===== src/rtl/ws_pkg.sv =====
`timescale 1ns/1ps
package ws_pkg;
  typedef enum logic [1:0] {
    SP_IO   = 2'b00,
    SP_DATA = 2'b01,
    SP_PROG = 2'b10
  } space_e;

  localparam int unsigned NUM_FIELDS = 4;
  // field slot index inside the register, lowest slot at bit 0
  localparam int unsigned SLOT_PLO  = 0;
  localparam int unsigned SLOT_PHI  = 1;
  localparam int unsigned SLOT_DATA = 2;
  localparam int unsigned SLOT_IO   = 3;
endpackage


===== src/rtl/ws_cfg_reg.sv =====
`timescale 1ns/1ps
module ws_cfg_reg #(
  parameter int unsigned RW = 16,
  parameter int unsigned FW = 3,
  parameter int unsigned NF = 4
) (
  input  logic             clk,
  input  logic             rst_n,
  input  logic             we,
  input  logic [RW-1:0]    wdata,
  output logic [NF*FW-1:0] fields,
  output logic [RW-1:0]    rdata
);
  localparam int unsigned CW = NF * FW;

  logic [CW-1:0] cfg_q;
  logic [CW-1:0] cfg_d;

  always_comb begin
    cfg_d = wdata[CW-1:0];
  end

  always_ff @(posedge clk or negedge rst_n) begin
    if (!rst_n) begin
      cfg_q <= '1;
    end else if (we) begin
      cfg_q <= cfg_d;
    end
  end

  assign fields = cfg_q;
  assign rdata  = {{(RW-CW){1'b0}}, cfg_q};

  AST_CFG_WRITE: assert property (@(posedge clk) disable iff (!rst_n)
    we |=> (rdata[CW-1:0] == $past(wdata[CW-1:0])));
endmodule


===== src/rtl/ws_len_sel.sv =====
`timescale 1ns/1ps
module ws_len_sel
  import ws_pkg::*;
#(
  parameter int unsigned FW = 3,
  parameter int unsigned NF = NUM_FIELDS,
  localparam int unsigned LW = FW + 1
) (
  input  logic [NF*FW-1:0] fields,
  input  logic [1:0]       space,
  input  logic             addr_msb,
  input  logic             write,
  output logic [LW-1:0]    len
);
  logic [FW-1:0] slot [NF];

  for (genvar g = 0; g < NF; g++) begin : g_unpack
    assign slot[g] = fields[g*FW +: FW];
  end

  logic [FW-1:0] setting;
  logic [LW-1:0] rd_len;
  logic [LW-1:0] wr_len;

  always_comb begin
    if (space[1]) begin
      setting = addr_msb ? slot[SLOT_PHI] : slot[SLOT_PLO];
    end else if (space[0]) begin
      setting = slot[SLOT_DATA];
    end else begin
      setting = slot[SLOT_IO];
    end
  end

  always_comb begin
    rd_len = LW'(setting) + LW'(1);
    if (setting == '0) begin
      wr_len = LW'(2);
    end else if (setting <= FW'(2)) begin
      wr_len = LW'(3);
    end else begin
      wr_len = LW'(setting) + LW'(1);
    end
    len = write ? wr_len : rd_len;
  end
endmodule


===== src/rtl/ws_stall_ctr.sv =====
`timescale 1ns/1ps
module ws_stall_ctr #(
  parameter int unsigned LW = 4
) (
  input  logic          clk,
  input  logic          rst_n,
  input  logic          start,
  input  logic [LW-1:0] load_len,
  input  logic          ready,
  output logic          busy,
  output logic          stall,
  output logic          done
);
  logic          busy_q, busy_d;
  logic [LW-1:0] cnt_q, cnt_d;
  logic          expired;
  logic          en;

  assign expired = busy_q && (cnt_q == '0);
  assign done    = expired && ready;
  assign stall   = busy_q && !done;
  assign busy    = busy_q;
  assign en      = start || busy_q;

  always_comb begin
    busy_d = busy_q;
    cnt_d  = cnt_q;
    if (start) begin
      busy_d = 1'b1;
      cnt_d  = load_len - LW'(1);
    end else if (busy_q) begin
      if (cnt_q != '0) begin
        cnt_d = cnt_q - LW'(1);
      end
      if (done) begin
        busy_d = 1'b0;
      end
    end
  end

  always_ff @(posedge clk or negedge rst_n) begin
    if (!rst_n) begin
      busy_q <= 1'b0;
      cnt_q  <= '0;
    end else if (en) begin
      busy_q <= busy_d;
      cnt_q  <= cnt_d;
    end
  end

  AST_DONE_NEEDS_READY: assert property (@(posedge clk) disable iff (!rst_n)
    done |-> ready);
  AST_READY_EXTEND: assert property (@(posedge clk) disable iff (!rst_n)
    (expired && !ready && !start) |=> (busy_q && cnt_q == '0));
  AST_CNT_STEP: assert property (@(posedge clk) disable iff (!rst_n)
    (busy_q && cnt_q != '0 && !start) |=> (cnt_q == $past(cnt_q) - LW'(1)));
  AST_HOLD_TILL_DONE: assert property (@(posedge clk) disable iff (!rst_n)
    (busy_q && !done) |=> busy_q);
  AST_DONE_ENDS: assert property (@(posedge clk) disable iff (!rst_n)
    (done && !start) |=> !busy_q);
endmodule


===== src/rtl/ws_gen_top.sv =====
`timescale 1ns/1ps
module ws_gen_top
  import ws_pkg::*;
#(
  parameter int unsigned RW = 16,
  parameter int unsigned FW = 3
) (
  input  logic          clk,
  input  logic          rst_n,
  input  logic          cfg_we,
  input  logic [15:0]   cfg_wdata,
  output logic [15:0]   cfg_rdata,
  input  logic          acc_start,
  input  logic [1:0]    acc_space,
  input  logic          acc_addr_msb,
  input  logic          acc_write,
  input  logic          ready,
  output logic          stall,
  output logic          done
);
  localparam int unsigned NF = NUM_FIELDS;
  localparam int unsigned CW = NF * FW;
  localparam int unsigned LW = FW + 1;

  // reset: asserted asynchronously, released on a clock edge
  logic [1:0] rs_q;
  logic       rst_sync_n;
  always_ff @(posedge clk or negedge rst_n) begin
    if (!rst_n) begin
      rs_q <= 2'b00;
    end else begin
      rs_q <= {rs_q[0], 1'b1};
    end
  end
  assign rst_sync_n = rs_q[1];

  logic [CW-1:0] fields;
  logic [RW-1:0] rdata;
  logic [LW-1:0] len;
  logic          busy;
  logic          accept;

  ws_cfg_reg #(.RW(RW), .FW(FW), .NF(NF)) u_cfg (
    .clk    (clk),
    .rst_n  (rst_sync_n),
    .we     (cfg_we),
    .wdata  (cfg_wdata[RW-1:0]),
    .fields (fields),
    .rdata  (rdata)
  );

  ws_len_sel #(.FW(FW), .NF(NF)) u_len (
    .fields   (fields),
    .space    (acc_space),
    .addr_msb (acc_addr_msb),
    .write    (acc_write),
    .len      (len)
  );

  assign accept = acc_start && !busy;

  ws_stall_ctr #(.LW(LW)) u_ctr (
    .clk      (clk),
    .rst_n    (rst_sync_n),
    .start    (accept),
    .load_len (len),
    .ready    (ready),
    .busy     (busy),
    .stall    (stall),
    .done     (done)
  );

  assign cfg_rdata = 16'(rdata);

  AST_LEN_RANGE: assert property (@(posedge clk) disable iff (!rst_sync_n)
    accept |-> (len >= LW'(1) && len <= LW'(1 << FW)));
  AST_WRITE_MIN: assert property (@(posedge clk) disable iff (!rst_sync_n)
    (accept && acc_write) |-> (len >= LW'(2)));
  AST_IDLE_QUIET: assert property (@(posedge clk) disable iff (!rst_sync_n)
    !busy |-> (!stall && !done));
endmodule


===== config.mk =====
export PLATFORM = sky130hd
export DESIGN_NAME = ws_gen_top
export DESIGN_NICKNAME = d
export VERILOG_FILES = /design/src/rtl/ws_pkg.sv /design/src/rtl/ws_cfg_reg.sv /design/src/rtl/ws_len_sel.sv /design/src/rtl/ws_stall_ctr.sv /design/src/rtl/ws_gen_top.sv
export SDC_FILE = /design/constraint.sdc
export NUM_CORES = 1
export LEC_CHECK = 0
export CORE_MARGIN = 2
export CORE_UTILIZATION = 53
export DETAILED_ROUTE_END_ITERATION = 7
export DONT_BUFFER_PORTS = 1
export PLACE_DENSITY = 0.8
export SETUP_SLACK_MARGIN = 0.1
export SYNTH_ARGS = -nofsm -noshare
export SYNTH_HDL_FRONTEND = slang
export SYNTH_SLANG_ARGS = --single-unit

===== constraint.sdc =====
create_clock -name clk -period 1.1 [get_ports clk]
set_clock_uncertainty 0.2 [all_clocks]
set_input_delay 0.22 -clock clk [delete_from_list [all_inputs] [get_ports clk]]
set_output_delay 0.22 -clock clk [all_outputs]
set_load 0.02 [all_outputs]

* Word level (Yosys, flattened, before mapping)
Cells that the tools add are included.
** Word-level totals
- Flip-flop bits (word level) :: 19
- Output and inout port bits :: 18
- Word-level logic and storage cells :: 33
** Operators by class
- Add/sub/neg operators :: 3
- $lt $le $gt $ge :: 1
- Mux-type cells :: 12
- Reductions and logical operators :: 13
** Operator list (number)
- 2-to-1 mux 4 bit :: 6
- 2-to-1 mux 3 bit :: 3
- subtractor 4 x 1 -> 4 bit (second input constant) :: 2
- adder 3 x 1 -> 4 bit (second input constant) :: 1
- logical AND 1 bit :: 4
- zero test 4 bit :: 1
- nonzero test 2 bit :: 2
- nonzero test 4 bit :: 1
- less-or-equal comparator 3 x 2 -> 1 bit (second input constant) :: 1
- zero test 3 bit :: 1
- 2-to-1 mux 1 bit :: 3
- AND reduction 3 bit :: 1
- zero test 1 bit :: 2
- logical OR 1 bit :: 1

* Longest topological paths before layout
Gate-level depths: netlist of the first run.
- Depth in word-level cells :: 8
- Depth in mapped cells :: 11
- Depth with buffers taken out :: 11

* Modules after synthesis
Synthesis of the first run repeated with hierarchy kept, for this count alone.
** Unflattened totals
- Cell total of the unflattened synthesis :: 101
- Area total of the unflattened synthesis :: 1209.9 µm²
** By module, submodules not included
- ws_cfg_reg :: instances 1, cells each 42, area each 623.1 µm², seq. area each 315.3 µm²
- ws_stall_ctr :: instances 1, cells each 31, area each 305.3 µm², seq. area each 125.1 µm²
- ws_len_sel :: instances 1, cells each 24, area each 214.0 µm², seq. area each 0.0 µm²
- ws_gen_top :: instances 1, cells each 4, area each 67.6 µm², seq. area each 50.0 µm²

* Worst setup path after synthesis of the first run
OpenSTA, ideal clock, no wires.
- Path type :: reg2reg
- Start :: reg u_cfg.cfg_q[3], in the netlist u_cfg.fields[3]
- End :: reg u_ctr.cnt_q[2]
- Library setup time :: 0.136 ns
- Data arrival time :: 2.041 ns
- Required time :: 0.764 ns
- Path slack :: -1.277 ns
- Stages on the path, launching flop included :: 11
- Buffers on the path :: 0
- Cell sequence :: dfstp_2 -> mux2i_1 -> mux2_2 -> ha_1 -> o21ai_1 -> a21boi_2 -> a21oi_1 -> ha_1 -> nor2_1 -> o21ai_0 -> o311ai_1
** On the way
- Cells in the longest elaborated chain, start to end :: 8
- Elaborated cells on any way between the ends :: 10
- Those cells by class :: add/sub: 2; order compare: 1; mux: 6; reduce/logical: 1
** Ends and longest elaborated chain
- from (decl) :: line ws_cfg_reg.sv:16 : logic [CW-1:0] cfg_q;
- from (signal assigned) :: line ws_cfg_reg.sv:27 : cfg_q <= cfg_d;
- 2-to-1 mux 3 bit (*) :: line ws_len_sel.sv:27 : setting = addr_msb ? slot[SLOT_PHI] : slot[SLOT_PLO];
- 2-to-1 mux 3 bit (*) :: line ws_len_sel.sv:26 : if (space[1]) begin
- adder 3 x 1 -> 4 bit / less-or-equal comparator 3 x 2 -> 1 bit (equally long branches) :: line ws_len_sel.sv:36, ws_len_sel.sv:42, ws_len_sel.sv:39
- 2-to-1 mux 4 bit :: line ws_len_sel.sv:39 : end else if (setting <= FW'(2)) begin
- 2-to-1 mux 4 bit :: line ws_len_sel.sv:37 : if (setting == '0) begin
- 2-to-1 mux 4 bit (*) :: line ws_len_sel.sv:44 : len = write ? wr_len : rd_len;
- subtractor 4 x 1 -> 4 bit (*) :: line ws_stall_ctr.sv:30 : cnt_d = load_len - LW'(1);
- 2-to-1 mux 4 bit (*) :: line ws_stall_ctr.sv:28 : if (start) begin
- to (signal assigned) :: line ws_stall_ctr.sv:47 : cnt_q <= cnt_d;
- to (decl) :: line ws_stall_ctr.sv:15 : logic [LW-1:0] cnt_q, cnt_d;
Mark *: on every way between the ends. The rest lies on a longest branch, timed or not.
A chain may end at the register's enable or synchronous reset.

* Final worst setup path of the first run
- Start :: reg u_cfg.cfg_q[9], in the netlist u_cfg.fields[9]
- End :: reg u_ctr.cnt_q[2]
** On the way
- Cells in the longest elaborated chain, start to end :: 8
- Elaborated cells on any way between the ends :: 10
- Those cells by class :: add/sub: 2; order compare: 1; mux: 6; reduce/logical: 1
** Ends and longest elaborated chain
- 2-to-1 mux 3 bit (*) :: line ws_len_sel.sv:28 : end else if (space[0]) begin
- 2-to-1 mux 3 bit (*) :: line ws_len_sel.sv:26
- adder 3 x 1 -> 4 bit / less-or-equal comparator 3 x 2 -> 1 bit (equally long branches) :: line ws_len_sel.sv:36, ws_len_sel.sv:42, ws_len_sel.sv:39
- 2-to-1 mux 4 bit :: line ws_len_sel.sv:39
- 2-to-1 mux 4 bit :: line ws_len_sel.sv:37
- 2-to-1 mux 4 bit (*) :: line ws_len_sel.sv:44
- subtractor 4 x 1 -> 4 bit (*) :: line ws_stall_ctr.sv:30
- 2-to-1 mux 4 bit (*) :: line ws_stall_ctr.sv:28
Marks and branches as above.

==> results of run 1 <==
-- kinds of logic after synthesis --
group	after synthesis	synth area share, %
other	2	0.690
xor gates and xnor gates	1	0.805
DFF	19	45.1
buffers and inverters	8	4.14
and+or+nand+nor	19	9.08
muxes	22	23.2
AOI/OAI and AO/OA	17	12.4
adders and majority gates	4	4.60
-- cells in the final DEF, fill, tap and decap left out, drive strengths merged, types with 2 or more instances in the layout --
cell type and instances:
buf 41, mux2 17, nand4 3, mux2i 5, dfstp 12, a21oi 4, o21ai 3, clkbuf 4
dlygate4sd3 13, a21boi 2, nor2 6, conb 5, dfrtp 7, nand2b 2, nand2 3, inv 3
ha 4
-- where the power goes --
part | internal, uW | switching [uW]
Sequential | 877 | 141
Combinational | 1020 | 981
Clock | 142 | 246
Total | 2040 | 1370
-- stage by stage --
stage | instance area [um^2] | util [%] | total power (uW)
global placement | 1370 | 70.4 | 2230
detailed placement | 1370 | 70.4 | 2290
global route | 1790 | 92.1 | 3520
finish | 1790 | 92.1 | 3410
floorplan | 1150 | - | 1810
CTS | 1710 | 88.0 | 3010
-- how the worst max path moves through the flow --
| stage | end | startpoint | cells past startpoint |
|---|---|---|---|
| 2_1_floorplan | u_ctr.cnt_q[2]$_DFFE_PN0P_ | u_cfg.fields[6]$_DFFE_PN1P_ | 9 |
| 3_3_place_gp | u_ctr.cnt_q[2]$_DFFE_PN0P_ | u_cfg.fields[6]$_DFFE_PN1P_ | 10 |
| 3_5_place_dp | u_ctr.cnt_q[2]$_DFFE_PN0P_ | u_cfg.fields[9]$_DFFE_PN1P_ | 9 |
| 4_1_cts | u_ctr.cnt_q[2]$_DFFE_PN0P_ | u_cfg.fields[6]$_DFFE_PN1P_ | 9 |
| 5_1_grt | u_ctr.cnt_q[2]$_DFFE_PN0P_ | u_cfg.fields[9]$_DFFE_PN1P_ | 10 |
| 6_report | u_ctr.cnt_q[2]$_DFFE_PN0P_ | u_cfg.fields[9]$_DFFE_PN1P_ | 10 |
-- flip-flops by register name, indices dropped and copies added (netlist names) --
signal	count
u_cfg.fields	12
u_ctr.cnt_q	4
rs_q	2
u_ctr.busy	1
-- area by class of cell --
cell class	instances	share of cell area [%]
multi-input combinational	68	40.6
sequential	19	27.4
clock buffer	4	1.47
timing repair buffer	54	27.6
tap	27	1.89
inverter	3	1.05
-- metal layers --
metal | vias up | routed length (um)
li1 | 437 | -
met1 | 536 | 1700
met2 | 94 | 2220
met3 | 21 | 419
met4 | 0 | 207
met5 | - | 0
-- synthesized netlist by cell type (all sizes together) --
| master | instances |
|---|---|
| a21oi | 4 |
| buf | 5 |
| and2b | 1 |
| o2bb2ai | 1 |
| a31o | 1 |
| a22oi | 1 |
| a22o | 1 |
| o31ai | 1 |
| o311ai | 1 |
| a31oi | 1 |
| o21ai | 3 |
| conb | 2 |
| xor2 | 1 |
| nand2b | 2 |
| nand2 | 3 |
| and2 | 1 |
| ha | 4 |
| and3b | 1 |
| o22ai | 1 |
| inv | 3 |
| mux2i | 5 |
| a21boi | 2 |
| nand3 | 1 |
| or2 | 1 |
| mux2 | 17 |
| nand4 | 3 |
| dfstp | 12 |
| nor2 | 6 |
| dfrtp | 7 |
-- repair_timing --
action                                  4_1_cts  5_1_grt
resized for setup                            28       14
buffers inserted                              8        4
hold endpoints to repair                     14       14
gates cloned                                  0        0
pin swaps                                    11       12
endpoints found under the setup margin       31       33
==> run metrics, run 1 <==
outcome complete, but fails checks; failing checks negative hold slack, negative setup slack; Worst path slowest cell dfstp_2; GRT busiest layer met2; CP max stage delay 0.58 ns; Post-route DRC 0; H-tree Lvls 1; GR Util met3 between 8 and 9%; Startpoint Class flip-flop; DRT Pass-1 Iters 4; Top Family by Delay on Critical Path compound AO/OA/AOI/OAI gates; Worst Hold Class in -> reg; I/O Buffers 0; crit end category flip-flop; Post-Syn Area 1090 um^2; Critical Path RT ~1.1 ns; Core ar. 1940 um^2; worst-path fanout max 3; via/cell ratio 6.22; Hold Startpoint cfg_we; Row Count 16; Fillers 67; Max-Cap Viols 0; initial antenna violation count 0; M1 GR Usage 43.0%; Fin. Hold Viols 14; I/O pin cnt 43; R2R Path Start u_cfg.fields[9]$_DFFE_PN1P_; Die X 49.3 um; Synth Area per Inst 11.8 um^2; grt total ovfl 0; Synth top area share 29.0%; reg-to-reg critical path endpoint u_ctr.cnt_q[2]$_DFFE_PN0P_; register clock-pin slew on the reported worst setup and hold paths 0.12 ns; WS Path Type reg -> reg; RD Place Congestion 0.889; CTS Sinks 19; worst setup margin -1.39 ns; leak pwr 0.000798 uW; Yosys cell types 33; M2 GR Usage 54.5%; # placed instances 146; pin count of the biggest net entering global routing 18; Yosys reg bits 19; number of global-route vias before repair roughly 1.1k; CTS tree built; cts hold-fix bufs 14; Min Hold Slack -0.138 ns; synth warn 0; # diodes 0; worst-skew pair later-pin latency about 0.31 ns; fin crit period 2.49 ns; Worst Reg-to-Reg Cells 10; first-pass GRT wire length 5910 um; WP data arrival ~2.5 ns; total CTS buffers 3; Hold Path Depth 1; maximum VDD drop 1390 uV; Nets 178; Hold Path End u_cfg.fields[2]$_DFFE_PN1P_; RSZ-0062 raised after global routing true; Die Height 49.3 um; flop-to-flop setup slack -1.39 ns; P per Cell Area ~1900 nW/um^2; antenna-violating nets left 0; final wirelength 4550 um; Layout area overhead 64.4%; endpoints failing setup 24; clk buf depth 2; max-slew violations 0; Final HPWL DP 1870 um; vias 1088; area of the multi-input gates slightly above 700 um^2; top cells by area, synth dfstp_2 29%, dfrtp_1 16%, mux2_2 14%; final period utilization 226%; post-synthesis sequential area ratio 45.1%; DRT iter0 DRCs 55; Initial Util 56.1%; clk root buf clkbuf_4; Final TNS setup -11.98 ns; Crit path buffers/inverters 0; die area 2430 um^2; Max Clock Freq 0.402 GHz; share of layout cells above drive strength 1 64.9%; critical-path cell list mux2i_1, mux2_4, ha_4, o21ai_4, a21boi_4, a21oi_2, ha_2, nor2_2, o21ai_1, o311ai_1; final cell count without fillers 175; Post-Place Worst Slack -1.22 ns; gr usage total 34.2%; Reg area between 400 and 500 um^2; Synth area leader dfstp_2; WL/cell 26.0 um; Post-Syn Instances 92
(Power assumes the default switching activity.)
==> run 2: changes to the inputs <==
--- a/config.mk
+++ b/config.mk
@@ -9,6 +9,7 @@
 export CORE_UTILIZATION = 53
 export DETAILED_ROUTE_END_ITERATION = 7
 export DONT_BUFFER_PORTS = 1
+export GPL_TIMING_DRIVEN = 0
 export PLACE_DENSITY = 0.8
 export SETUP_SLACK_MARGIN = 0.1
 export SYNTH_ARGS = -nofsm -noshare
==> constraint.sdc (replaced) <==
create_clock -name clk -period 1.1 [get_ports clk]
set_clock_uncertainty 0.2 [all_clocks]
set_input_delay 0.22 -clock clk [delete_from_list [all_inputs] [get_ports clk]]
set_output_delay 0.22 -clock clk [all_outputs]
set_load 0.01 [all_outputs]
==> run 2 against run 1 <==
Compared with the run above: the flow still finishes with violations (negative hold slack, negative setup slack); worst hold slack better by 0.0096 ns; global-route usage is 11 points lower; routed wire length is 36% lower; cell count is 14% lower; via count is 19% lower; sequential power is 5% higher; critical path type unchanged; utilization is 12 points lower; clock-buffer cell count is 1 lower; critical path depth is 1 lower.
==> run metrics, run 2 (synthesis gave the netlist of run 1 again) <==
outcome complete, but fails checks; failing checks negative hold slack, negative setup slack; WP data arrival 2.50 ns; DRT Pass-1 Iters 4; Top Family by Delay on Critical Path flip-flops; CTS tree built; initial antenna violation count 0; clk buf depth 2; Max Clock Freq 0.397 GHz; I/O pin cnt 43; grt total ovfl 0; clk root buf clkbuf_4; maximum VDD drop between 1500 and 2000 uV; worst setup margin -1.42 ns; die area 2430 um^2; Startpoint Class flip-flop; number of global-route vias before repair approximately 900; critical-path cell list mux2i_2, mux2_4, ha_4, nor2_1, o2bb2ai_4, ha_4, nor2_2, o21ai_1, o311ai_2; total CTS buffers 3; antenna-violating nets left 0; H-tree Lvls 1; Worst Hold Class in -> reg; CP max stage delay 0.61 ns; endpoints failing setup 19; I/O Buffers 0; RSZ-0062 raised after global routing true; most frequent cells in the layout 16 x buf_4, 13 x dlygate4sd3_1, 12 x dfstp_2, 11 x mux2_4, 6 x mux2_2; Final HPWL DP 1580 um; Row Count 16; RD Place Congestion 0.776; via/cell ratio between 5 and 6; worst-path fanout max 4; # diodes 0; share of layout cells above drive strength 1 about three fifths; crit end category flip-flop; Crit path buffers/inverters 0; CTS Sinks 19; first-pass GRT wire length 4290 um; Reg area 493 um^2; fin crit period 2.52 ns; WL/cell 19.2 um; register clock-pin slew on the reported worst setup and hold paths roughly 0.11 ns; Die X 49.3 um; Fillers just under 100; vias 880; commonest non-fill, non-tap cell in the layout buf_4; P per Cell Area 1920 nW/um^2; Worst path most repeated cell ha_4; max-slew violations 0; WS Path Type reg -> reg; Design Area, Final between 1500 and 2000 um^2; Critical Path RT roughly 1.1 ns; leak pwr 0.000673 uW; final period utilization 229%; pin count of the biggest net entering global routing 18; Core ar. slightly below 2000 um^2; gr usage total a little under a quarter; Min Hold Slack -0.129 ns; Fin. Hold Viols 10; DRT iter0 DRCs 9; Initial Util 56.1%; final wirelength just under 3000 um; Finished Core Util 80.3%; area of the multi-input gates between 700 and 800 um^2; Post-route DRC 0; Die Height approximately 50 um; Nets 154; Layout area overhead 43.3%; Worst path slowest cell dfstp_2; worst-skew pair later-pin latency approximately 0.31 ns; max reg flops 12; placed cell area 1190 um^2; Max-Cap Viols 0
## run 2: changes by cell type in the layout (fill, tap and decap cells not counted), moves of 2 or more
cell,previous run,this run
buf_4,26,16
buf_6,15,1
dfrtp_1,7,5
dfrtp_2,0,2
inv_2,0,2
inv_4,3,0
## run 2: final cells by class
| type | count | area share, % |
|---|---|---|
| buffer | 5 | 2.41 |
| clock buffer | 3 | 1.44 |
| clock inverter | 1 | 0.321 |
| inverter | 3 | 0.722 |
| multi-input combinational | 68 | 47.0 |
| sequential | 19 | 31.6 |
| tap | 27 | 2.17 |
| timing repair buffer | 25 | 14.4 |
## run 2: power by group
part | switching [uW] | internal [uW]
registers | 187 | 883
logic | 701 | 857
clock network | 225 | 136
## run 2: per-layer routing
| metal | part of all wire, % | vias to the layer above | GRT usage [%] |
|---|---|---|---|
| li1 | - | 391 | - |
| met1 | 43 | 456 | 30.4 |
| met2 | 51 | 28 | 38.3 |
| met3 | 4.7 | 5 | 4.29 |
| met4 | 1.8 | 0 | 9.52 |
| met5 | 0 | - | 0 |
## run 2: final timing paths
check / from / end / slack [ns] / cells after the start
max: u_cfg.fields[10]$_DFFE_PN1P_ / u_ctr.cnt_q[2]$_DFFE_PN0P_ / -1.42 / 9
min in group asynchronous: rst_n / rs_q[0]$_DFF_PN0_ / -0.07 / 1
min: cfg_we / u_cfg.fields[8]$_DFFE_PN1P_ / -0.13 / 1
max in group asynchronous: rs_q[1]$_DFF_PN0_ / u_cfg.fields[6]$_DFFE_PN1P_ / 0.41 / 0
max reg2reg: u_cfg.fields[10]$_DFFE_PN1P_ / u_ctr.cnt_q[2]$_DFFE_PN0P_ / -1.42 / 9
min reg2reg: rs_q[1]$_DFF_PN0_ / u_ctr.cnt_q[1]$_DFFE_PN0P_ / -0.01 / 0
## run 2: per-stage QoR
step	hold slack (ns)	setup slack (ns)	instances	power (uW)	TNS (ns)
global route	-0.138	-1.43	151	3140	-9.57
finish	-0.129	-1.42	151	2990	-9.10
global placement	-0.276	-1.24	122	1860	-5.14
CTS	-0.124	-1.28	148	2650	-8.27
detailed placement	-0.276	-1.27	122	1910	-5.31
floorplan	-0.276	-1.12	95	1740	-4.51
## run 2: repair_timing
item	4_1_cts	5_1_grt
gates resized for setup	11	15
buffers inserted	11	2
pin swaps	6	10
hold buffers	12	1
endpoints found under the hold margin	15	6
endpoints found under the setup margin	21	33
